$ cat src/rtl/keywin_gate.sv
module keywin_gate #(
  parameter int SYNC_STAGES = 2,
  parameter int TICK_DIV    = 4,
  parameter int F_UP  = 4,
  parameter int F_DN  = 2,
  parameter int F_MAX = 16,
  parameter int F_HI  = 12,
  parameter int F_LO  = 4,
  parameter int S_UP  = 1,
  parameter int S_DN  = 1,
  parameter int S_MAX = 40,
  parameter int S_HI  = 32,
  parameter int S_LO  = 8
) (
  input  logic clk,
  input  logic rst,
  input  logic key_any,
  output logic key_rd_n,
  output logic fast_lvl,
  output logic slow_lvl
);
  localparam int FW = $clog2(F_MAX + 1);
  localparam int SW = $clog2(S_MAX + 1);
  localparam int TW = (TICK_DIV > 2) ? $clog2(TICK_DIV) : 1;

  logic [SYNC_STAGES-1:0] sync_q;
  logic                   key_s;
  logic [TW-1:0]          tdiv_q;
  logic                   tick;
  logic [FW-1:0]          fast_cnt, f_next;
  logic [SW-1:0]          slow_cnt, s_next;
  logic [FW:0]            f_sum;
  logic [SW:0]            s_sum;
  logic                   f_lvl_next, s_lvl_next, nf, ns;
  logic                   armed;

  always_ff @(posedge clk) begin
    if (rst) sync_q <= '0;
    else     sync_q <= {sync_q[SYNC_STAGES-2:0], key_any};
  end
  assign key_s = sync_q[SYNC_STAGES-1];

  assign tick = (tdiv_q == TW'(TICK_DIV - 1));
  always_ff @(posedge clk) begin
    if (rst)       tdiv_q <= '0;
    else if (tick) tdiv_q <= '0;
    else           tdiv_q <= tdiv_q + 1'b1;
  end

  assign f_sum  = {1'b0, fast_cnt} + (FW+1)'(F_UP);
  assign f_next = key_s
    ? ((f_sum > (FW+1)'(F_MAX)) ? FW'(F_MAX) : f_sum[FW-1:0])
    : ((fast_cnt > FW'(F_DN)) ? fast_cnt - FW'(F_DN) : '0);
  assign f_lvl_next = (f_next >= FW'(F_HI)) ? 1'b1 :
                      (f_next <= FW'(F_LO)) ? 1'b0 : fast_lvl;

  assign s_sum  = {1'b0, slow_cnt} + (SW+1)'(S_UP);
  assign s_next = key_s
    ? ((s_sum > (SW+1)'(S_MAX)) ? SW'(S_MAX) : s_sum[SW-1:0])
    : ((slow_cnt > SW'(S_DN)) ? slow_cnt - SW'(S_DN) : '0);
  assign s_lvl_next = (s_next >= SW'(S_HI)) ? 1'b1 :
                      (s_next <= SW'(S_LO)) ? 1'b0 : slow_lvl;

  always_ff @(posedge clk) begin
    if (rst) begin
      fast_cnt <= '0;
      fast_lvl <= 1'b0;
      slow_cnt <= '0;
      slow_lvl <= 1'b0;
    end else if (tick) begin
      fast_cnt <= f_next;
      fast_lvl <= f_lvl_next;
      slow_cnt <= s_next;
      slow_lvl <= s_lvl_next;
    end
  end

  assign nf = tick ? f_lvl_next : fast_lvl;
  assign ns = tick ? s_lvl_next : slow_lvl;

  always_ff @(posedge clk) begin
    if (rst)            armed <= 1'b1;
    else if (!nf && !ns) armed <= 1'b1;
    else if (ns)        armed <= 1'b0;
  end

  assign key_rd_n = ~(fast_lvl & ~slow_lvl & armed);
endmodule


$ cat config.mk
export PLATFORM = sky130hd
export DESIGN_NAME = keywin_gate
export DESIGN_NICKNAME = d
export VERILOG_FILES = /design/src/rtl/keywin_gate.sv
export SDC_FILE = /design/constraint.sdc
export NUM_CORES = 1
export LEC_CHECK = 0
export BUFFER_PORTS_ARGS = -buffer_cell sky130_fd_sc_hd__clkbuf_2
export CORE_ASPECT_RATIO = 0.6
export CORE_MARGIN = 2
export CORE_UTILIZATION = 50
export CTS_CLUSTER_DIAMETER = 200
export DETAILED_ROUTE_END_ITERATION = 6
export HOLD_SLACK_MARGIN = 0.1
export PLACE_DENSITY = 0.74
export SKIP_CTS_REPAIR_TIMING = 1
export SYNTH_ARGS = -nofsm -noshare
export SYNTH_HDL_FRONTEND = slang
export SYNTH_SLANG_ARGS = --single-unit
$ cat constraint.sdc
create_clock -name clk -period 2.9 [get_ports clk]
set_clock_uncertainty 0.2 [all_clocks]
set_input_delay 0.145 -clock clk [delete_from_list [all_inputs] [get_ports clk]]
set_output_delay 0.145 -clock clk [all_outputs]
set_load 0.01 [all_outputs]
# Yosys cells after proc, flatten, opt, wreduce, memory -nomap -nowiden
# Index checks and enable logic that the tools add are counted.
# W data, S select, Z words.
[op_classes]
add_sub_neg = 5
order_cmp = 8
eq_ne = 1
muxes = 12
n_bitwise = 4
n_reduce_logical = 5
[ops]
columns = ["op", "count"]
rows = [
  ["$mux W6", 3],
  ["$mux W5", 3],
  ["$add A6 B1 Y7 const B", 1],
  ["$gt A7 B6 Y1 const B", 1],
  ["$add A5 B3 Y6 const B", 1],
  ["$ge A6 B6 Y1 const B", 1],
  ["$gt A6 B1 Y1 const B", 1],
  ["$gt A6 B5 Y1 const B", 1],
  ["$le A6 B4 Y1 const B", 1],
  ["$mux W1", 6],
  ["$sub A6 B1 Y6 const B", 1],
  ["$ge A5 B4 Y1 const B", 1],
  ["$gt A5 B2 Y1 const B", 1],
  ["$le A5 B3 Y1 const B", 1],
  ["$sub A5 B2 Y5 const B", 1],
  ["$reduce_or A2 Y1", 2],
  ["$add A2 B1 Y2 const B", 1],
  ["$and A1 B1 Y1", 2],
  ["$eq A2 B2 Y1 const B", 1],
  ["$logic_not A1 Y1", 2],
  ["$not A1 Y1", 2],
  ["$logic_and A1 B1 Y1", 1],
]
[word_totals]
ff_bits = 18
inputBits = 3
output_inout_bits = 3
word_cells = 42

# Longest topological paths before layout
# Gate-level depths: netlist of run 1.
[logic_depth]
ltp_word = 11
depth_mapped = 8
mapped_depth_nobuf = 8

# Worst setup path before layout of run 1
# No wires, ideal clock.
[synth_path]
kind = "reg-to-reg"
start = "reg slow_cnt[0]"
end = "reg slow_lvl"
setup_time_ps = 120
t_arrival_ps = 1849
required_time_ps = 2580
setup_slack_ps = 731
path_stages_with_launch = 8
path_buffers = 1
period_less_slack_ps = 2169
path_cell_list = "dfxtp_1 -> ha_1 -> buf_4 -> or3b_4 -> o32a_1 -> a32oi_1 -> nor4b_4 -> or2_1"
[synth_between]
elab_chain_cells = 8
elab_cells_between_ends = 12
classes_between = "add/sub: 2; order compare: 4; mux: 6"
[synth_lines]
columns = ["item", "line", "text"]
rows = [
  ["start, declared", "31", "logic [SW-1:0] slow_cnt, s_next;"],
  ["start signal, assigned", "73", "slow_cnt <= s_next;"],
  ["$add A6 B1 Y7", "57", "assign s_sum = {1'b0, slow_cnt} + (SW+1)'(S_UP);"],
  ["$gt A7 B6 Y1", "59", "? ((s_sum > (SW+1)'(S_MAX)) ? SW'(S_MAX) : s_sum[SW-1:0])"],
  ["$mux W6", "59", ""],
  ["$mux W6 *", "59", ""],
  ["$le A6 B4 Y1", "62", "(s_next <= SW'(S_LO)) ? 1'b0 : slow_lvl;"],
  ["$mux W1", "62", ""],
  ["$mux W1 *", "61", "assign s_lvl_next = (s_next >= SW'(S_HI)) ? 1'b1 :"],
  ["$mux W1 *", "--", ""],
  ["end signal, assigned", "74", "slow_lvl <= s_lvl_next;"],
  ["end, declared", "20", "output logic slow_lvl"],
]
# Every way passes the cells marked *; elsewhere a longest branch is shown, timed or not.
# A chain may end at the register's enable or synchronous reset.

# Worst setup path after layout of run 1
# Ends and elaborated chain as after synthesis.

==> out/qor.csv, run 1 <==
stage;metric;value;unit
critical_path;R2R cell count;7;
cts;clk slew on worst S/H paths;70;ps
cells_and_area;ANT cells;0;
timing;RSZ-0062 raised after global routing;false;
timing;Slew headroom;54.2;%
logic_synthesis;Mean Syn Cell Area;8.32;sq um
grt;total track usage;21.5;%
cts;TritonCTS clock tree;done;
cells_and_area;area grow syn2layout;3.98;%
cells_and_area;Nets;183;
timing;final worst path period need;2590;ps
cts;Clock Tree Buf Depth;2;
timing;final setup fails;0;
floorplanning;io pins;6;
cts;H-tree levels;1;
timing;period utilization;89.4;%
timing;Fmax;0.386;GHz
logic_synthesis;Cells after Synth;170;
cts;clk root buf;clkbuf_8;
detailed_routing;DRC viols;0;
grt;total congestion overflow;0;
worst_hold_path;end of the worst hold path;slow_cnt[0];
logic_synthesis;Post-synth EDFFs;0;
placed_design;DP Worst Slack;380;ps
detailed_routing;vias after detailed routing;1211;
logic_synthesis;async set or reset register ratio after synthesis;0;%
outcome;status;finished, final reports clean;
critical_path;kind of critical path;register to register;
critical_path;R2R setup slack;310;ps
worst_hold_path;path category of the worst min-delay check;input pin to register;
critical_path;Crit Path Max Fanout;11;
pwr;VDD IR-drop max;265;uV
cts;CTS Buf Count;3;
grt;vias in the first global route;1103;
critical_path;RR Startpoint;slow_cnt[0];
cts;worst skew pair latency;260;ps
critical_path;Critical Path Sink Type;register;
pwr;power density over cell area;423;mW/mm^2
detailed_routing;First-pass DRT Iterations;4;
critical_path;critical path launch point type;register;
timing;Sum Neg Setup Slack;0;ps
detailed_routing;Iter 0 DRT Violations;148;
critical_path;R2R Path End;slow_lvl;
pwr;Leak Pwr;0.550;nW
placed_design;DP HPWL;2.19;mm
logic_synthesis;#FFs+latches synth;18;
logic_synthesis;synth warn;0;
cells_and_area;final std cells w/o fill;201;
floorplanning;DIE WIDTH;72.7;um
worst_hold_path;hold_sp;rst;
grt;antenna violations before repair;0;
detailed_routing;Vias per Instance;6.02;
timing;Worst-Margin Slew;686;ps
placed_design;GP Congestion;0.926;
critical_path;Worst Path Required;2900;ps
logic_synthesis;Netlist Area Pre-Place;0.00141;sq mm
floorplanning;die area;0.00328;sq mm
floorplanning;Placement Rows;14;
detailed_routing;final wirelength;3.07;mm
job;MaxCap Viol Count;0;
critical_path;Data arrival, critical path;2590;ps
grt;first-pass GRT wire length;5.35;mm
timing;Final Slew Violations;0;
worst_hold_path;Hold Crit Depth;2;
logic_synthesis;Synth cell types;58;
logic_synthesis;post-synthesis sequential area ratio;25.5;%
timing;worst setup margin;306;ps
cells_and_area;# fillers;232;
floorplanning;Die Span Y;45.2;um
logic_synthesis;Main synth FF type;dfxtp_1;
logic_synthesis;Mapped Nets;183;
placed_design;dpl cells;196;
floorplanning;Initial Utilization;54.5;%
placed_design;PortBufs;5;
cells_and_area;share of cells above drive strength 1;15.4;%
floorplanning;area of the core;0.00259;sq mm
detailed_routing;DRT antenna net count;0;
timing;final hold viol count;0;
cts;Sink Count;18;
detailed_routing;DR WL/cell;15.3;um
grt;largest net degree at the start of global routing;20;
==> logic make-up (layout without fill, tap and decap cells) <==
group | after synthesis | count (layout) | share of synthesized area (%)
adder cells (fa/ha/maj) | 10 | 10 | 8.85
AND/OR/NAND/NOR | 62 | 62 | 25.2
multiplexers | 4 | 4 | 2.83
buffers and inverters | 24 | 23 | 8.94
XOR/XNOR | 3 | 3 | 1.86
flip-flops | 18 | 18 | 25.5
AO/OA/AOI/OAI | 49 | 49 | 26.8
==> cell type report <==
| class | instances | area (sq um) | area share [%] |
|---|---|---|---|
| Clock buffer | 4 | 55.1 | 3.74 |
| Tap cell | 32 | 40.0 | 2.72 |
| Multi-Input combinational cell | 128 | 927 | 63.1 |
| Timing Repair Buffer | 7 | 42.5 | 2.89 |
| Inverter | 12 | 45.0 | 3.06 |
| Sequential cell | 18 | 360 | 24.5 |
==> power breakdown <==
| group | total [mW] | switching (mW) | internal [mW] |
|---|---|---|---|
| clock | 0.208 | 0.0869 | 0.121 |
| sequential | 0.282 | 0.0218 | 0.260 |
| combinational | 0.133 | 0.0748 | 0.0583 |
==> layout by cell type, fill, tap and decap left out, types with 2 or more instances in the layout <==
cell      synthesis  routed
and3_1            2       2
inv_1            11      11
a21oi_1           8       8
nand3_1           4       4
a21boi_0          2       2
xnor2_1           2       2
o211ai_1          2       2
clkbuf_2          0       5
nor2_1           18      18
nor2b_1           4       4
ha_1             10      10
o21ai_0           6       6
nor3_1            8       8
clkbuf_8          0       4
nand2_1           8       8
dfxtp_1          18      18
o221ai_1          2       2
a211o_1           2       2
a211oi_1          4       4
nand3b_1          2       2
or2_1             2       2
mux2i_1           4       4
a31oi_1           3       3
nor3b_1           2       2
nand2b_1          3       3
==> sequential cells by signal, indices dropped and copies added (netlist names) <==
| register | cells |
|---|---|
| fast_cnt | 5 |
| tdiv_q | 2 |
| armed | 1 |
| sync_q | 2 |
| slow_cnt | 6 |
| slow_lvl | 1 |
| fast_lvl | 1 |
==> how the worst max path moves through the flow <==
stage / start / to / slack [ps] / depth (start not counted)
floorplan: slow_cnt[0] / slow_lvl / 730 / 7
finish: slow_cnt[0] / slow_lvl / 310 / 7
detailed placement: slow_cnt[0] / slow_lvl / 380 / 7
CTS: slow_cnt[0] / slow_lvl / 360 / 7
global placement: slow_cnt[0] / slow_lvl / 450 / 7
global route: slow_cnt[0] / slow_lvl / 170 / 7
==> through the flow <==
stage	util, %	total power [mW]	instance area [sq um]	hold WS, ps
CTS	56.3	0.619	1460	-96.2
floorplan	-	0.391	1410	73.2
detailed placement	54.2	0.415	1410	168
finish	56.7	0.622	1470	148
global placement	54.2	0.411	1410	161
global route	56.7	0.657	1470	177
==> synth_stat cells, types with 2 or more instances <==
library cell | instances | area share (%)
a211o_1 | 2 | 1.2
a211oi_1 | 4 | 2.1
a21boi_0 | 2 | 1.1
a21oi_1 | 8 | 2.8
a31oi_1 | 3 | 1.3
and3_1 | 2 | 0.88
buf_2 | 2 | 0.71
buf_4 | 5 | 2.7
buf_6 | 2 | 1.6
clkbuf_1 | 3 | 0.80
dfxtp_1 | 18 | 25
ha_1 | 10 | 8.8
inv_1 | 11 | 2.9
mux2i_1 | 4 | 2.8
nand2_1 | 8 | 2.1
nand2b_1 | 3 | 1.3
nand3_1 | 4 | 1.4
nand3b_1 | 2 | 1.1
nor2_1 | 18 | 4.8
nor2b_1 | 4 | 1.8
nor3_1 | 8 | 2.8
nor3b_1 | 2 | 1.1
o211ai_1 | 2 | 1.1
o21ai_0 | 6 | 2.1
o221ai_1 | 2 | 1.2
or2_1 | 2 | 0.88
xnor2_1 | 2 | 1.2
==> routing by layer <==
metal	up-vias	global-route usage [%]	wire, um
met5	-	0	0
met4	0	3.33	7
met3	3	5.13	220
met2	42	32.4	1270
met1	550	31.7	1570
li1	616	-	-
==> worst max-delay path: stages (launching register included) <==
cell	delay, ps
dfxtp_1	550
ha_1	460
mux2i_1	230
a21oi_1	80
o221ai_1	330
a32oi_1	260
nor4b_4	310
or2_1	130
Power figures use the tool's default switching activity.
==> run 2: changes to the inputs <==
--- a/config.mk
+++ b/config.mk
@@ -5,6 +5,7 @@
 export SDC_FILE = /design/constraint.sdc
 export NUM_CORES = 1
 export LEC_CHECK = 0
+export ABC_AREA = 1
 export BUFFER_PORTS_ARGS = -buffer_cell sky130_fd_sc_hd__clkbuf_2
 export CORE_ASPECT_RATIO = 0.6
 export CORE_MARGIN = 2
@@ -13,7 +14,6 @@
 export DETAILED_ROUTE_END_ITERATION = 6
 export HOLD_SLACK_MARGIN = 0.1
 export PLACE_DENSITY = 0.74
-export SKIP_CTS_REPAIR_TIMING = 1
 export SYNTH_ARGS = -nofsm -noshare
 export SYNTH_HDL_FRONTEND = slang
 export SYNTH_SLANG_ARGS = --single-unit
==> out/qor.csv, run 2 <==
stage;metric;value;unit;change
outcome;status;finished, final reports clean;;
cells_and_area;final std cells w/o fill;223;;+11%
pwr;Cell Int Power;408;uW;-7.2%
timing;Worst-Margin Slew;426;ps;-260 ps
cts;worst skew pair latency;260;ps;about the same
logic_synthesis;Cells after Synth;184;;+8.2%
cts;Sink Count;18;;unchanged
cells_and_area;area grow syn2layout;10.9;%;
cells_and_area;share of cells above drive strength 1;10.4;%;-5.0 points
logic_synthesis;post-synthesis sequential area ratio;29.9;%;+4.4 points
cells_and_area;max reg flops;6;;unchanged
cts;clk slew on worst S/H paths;70;ps;about the same
grt;antenna violations before repair;0;;unchanged
critical_path;Data arrival, critical path;2150;ps;-440 ps
timing;final setup fails;0;;unchanged
pwr;total power;559;uW;-10%
detailed_routing;Iter 0 DRT Violations;142;;-4.1%
timing;final hold slack;206;ps;+57.7 ps
logic_synthesis;Post-synth EDFFs;0;;unchanged
cts;CTS Buf Count;3;;unchanged
logic_synthesis;Post-Synth XOR/XNOR Area;4.36;%;+2.5 points
cts;TritonCTS clock tree;done;;
logic_synthesis;Post-synth top cells;50 x nand2_1, 25 x inv_1, 21 x nor2_1;;
placed_design;PortBufs;5;;unchanged
timing;final hold viol count;0;;unchanged
detailed_routing;DRC viols;0;;unchanged
detailed_routing;First-pass DRT Iterations;4;;unchanged
logic_synthesis;Mapped Nets;197;;+7.7%
cells_and_area;Nets;207;;+13%
timing;Fmax;0.464;GHz;+20%
grt;total track usage;22.2;%;+0.72 points
detailed_routing;final wirelength;2.87;mm;-6.6%
logic_synthesis;Adder-Cell Fraction of Synth Area;10.4;%;+1.5 points
cells_and_area;# fillers;197;;-15%
logic_synthesis;Synth Area in Compound Gates;10.5;%;-16 points
logic_synthesis;Netlist Area Pre-Place;0.00121;sq mm;-15%
pwr;VDD IR-drop max;265;uV;about the same
floorplanning;die area;0.00283;sq mm;-14%
logic_synthesis;largest area contributor in the synthesized netlist;dfxtp_1;;
cells_and_area;Top reg by flops;slow_cnt;;
critical_path;critical path launch point type;register;;
grt;total congestion overflow;0;;unchanged
timing;Slew headroom;71.5;%;+17 points
pwr;Combinational Power Share;15.1;%;-6.3 points
cts;clk root buf;clkbuf_8;;
logic_synthesis;post-synthesis mux area share;0;%;-2.8 points
critical_path;Critical Path Sink Type;register;;
critical_path;Worst Path Required;2900;ps;about the same
cells_and_area;most frequent cells in the layout;50 x nand2_1, 25 x inv_1, 21 x nor2_1;;
timing;Sum Neg Setup Slack;0;ps;unchanged
floorplanning;Placement Rows;13;;-1
grt;vias in the first global route;1071;;-2.9%
floorplanning;Initial Utilization;54.1;%;-0.41 points
logic_synthesis;Mean Syn Cell Area;6.56;sq um;-21%
logic_synthesis;#FFs+latches synth;18;;unchanged
pwr;clock network fraction of total power;37.6;%;+4.3 points
cells_and_area;biggest regs;slow_cnt x6, fast_cnt x5;;
detailed_routing;DRT antenna net count;0;;unchanged
cells_and_area;ANT cells;0;;unchanged
logic_synthesis;Main synth FF type;dfxtp_1;;
timing;final worst path period need;2150;ps;-441 ps
pwr;Leak Pwr;0.645;nW;+17%
floorplanning;Die Span Y;42.0;um;-7.0%
pwr;sequential power share;47.3;%;+2.0 points
logic_synthesis;top cells by area, synth;dfxtp_1 30%, nand2_1 16%, ha_1 10%;;
cts;H-tree levels;1;;unchanged
job;MaxCap Viol Count;0;;unchanged
floorplanning;area of the core;0.00223;sq mm;-14%
logic_synthesis;async set or reset register ratio after synthesis;0;%;unchanged
grt;first-pass GRT wire length;4.69;mm;-12%
timing;period utilization;74.2;%;-15 points
detailed_routing;Vias per Instance;5.43;;-9.9%
placed_design;DP HPWL;2.17;mm;-0.49%
placed_design;placed cell area;0.00125;sq mm;-11%
logic_synthesis;largest family of logic cells by synthesized area;simple AND/OR/NAND/NOR gates;;
floorplanning;DIE WIDTH;67.4;um;-7.2%
critical_path;kind of critical path;register to register;;
pwr;power density over cell area;418;mW/mm^2;-1.3%
worst_hold_path;path category of the worst min-delay check;register to register;;
logic_synthesis;synth warn;0;;unchanged
logic_synthesis;Synth cell types;26;;-55%
pwr;Sw Share;27.1;%;-2.4 points
cts;Clock Tree Buf Depth;2;;unchanged
grt;largest net degree at the start of global routing;11;;-45%
pwr;NetSw;151;uW;-17%
cells_and_area;cell area after layout;0.00134;sq mm;-9.0%
placed_design;dpl cells;216;;+10%
detailed_routing;DR WL/cell;12.9;um;-16%
cts;CTS-repair resized insts;0;;
timing;Final Slew Violations;0;;unchanged
floorplanning;io pins;6;;unchanged
logic_synthesis;top-area cell type share of the netlist area;29.9;%;+4.4 points
critical_path;Crit Path Max Fanout;6;;-5
placed_design;GP Congestion;0.931;;+0.60%
detailed_routing;vias after detailed routing;1210;;-0.083%
timing;RSZ-0062 raised after global routing;false;;
cells_and_area;most common cell after layout, fill and taps aside;nand2_1;;
logic_synthesis;Post-Synth Simple-Gate Area;35.2;%;+9.9 points
logic_synthesis;top-count cell post-synth;nand2_1;;
## run 2: changes by cell type after synthesis, moves of 5 or more
| cell | delta |
|---|---|
| a21oi_1 | -5 |
| inv_1 | +14 |
| nand2_1 | +42 |
| nand3_1 | +12 |
| nor3_1 | -7 |
## run 2: final timing paths
path | startpoint | end | slack (ps) | cells past startpoint
min | sync_q[0] | sync_q[1] | 210 | 2
max | slow_cnt[0] | armed | 750 | 14
max reg2reg | slow_cnt[0] | armed | 750 | 14
min reg2reg | sync_q[0] | sync_q[1] | 210 | 2
## run 2: area by class of cell
| type | count | area (sq um) | share of cell area, % |
|---|---|---|---|
| multi-input combinational | 136 | 728 | 54.4 |
| sequential | 18 | 360 | 26.9 |
| inverter | 27 | 101 | 7.58 |
| clock buffer | 4 | 55.1 | 4.12 |
| timing repair buffer | 8 | 55.1 | 4.12 |
| tap | 30 | 37.5 | 2.81 |
## run 2: cells by family (layout without fill, tap and decap cells)
kind of cell / after synthesis / count (layout)
buffers and inverters: 30 / 39
adders and majority gates: 10 / 10
AOI/OAI and AO/OA: 21 / 21
DFF: 18 / 18
xor gates and xnor gates: 6 / 6
and+or+nand+nor: 99 / 99
## run 2: per-layer routing
layer  up-vias  GRT usage [%]  wire length (um)
met1       544           32.9              1340
met5         -              0                 0
met4         0           3.67                17
met3         4           8.06               304
li1        607              -                 -
met2        55           30.9              1200
## run 2: stage by stage
stage | util (%) | setup slack [ps]
global placement | 56.2 | 834
detailed placement | 56.2 | 816
finish | 60.0 | 747
floorplan | - | 1080
CTS | 60.0 | 782
global route | 60.0 | 575
## run 2: critical path, stage by stage, from the launching register on
cell and delay (ps):
dfxtp_1 390, inv_1 170, ha_1 230, nor2_1 60
nor2_1 160, nand3_1 120, nand2_1 140, nor2_1 70
a21oi_2 140, nand3_1 90, nand2_1 70, nand2_1 50
nand2_1 50, nand2_1 70, nor2_2 70
## run 2: power by group through the flow
stage | combinational, mW | clock [mW] | sequential (mW)
global route | 0.0946 | 0.231 | 0.265
detailed placement | 0.0787 | 0 | 0.270
finish | 0.0844 | 0.210 | 0.265
floorplan | 0.0637 | 0 | 0.267
global placement | 0.0782 | 0 | 0.269
CTS | 0.0827 | 0.211 | 0.264
## run 2: repair_timing
action | 4_1_cts | 5_1_grt
setup buffers | 0 | 0
hold endpoints to repair | 5 | 0
hold buffers | 3 | 0
setup endpoints to repair | 0 | 0
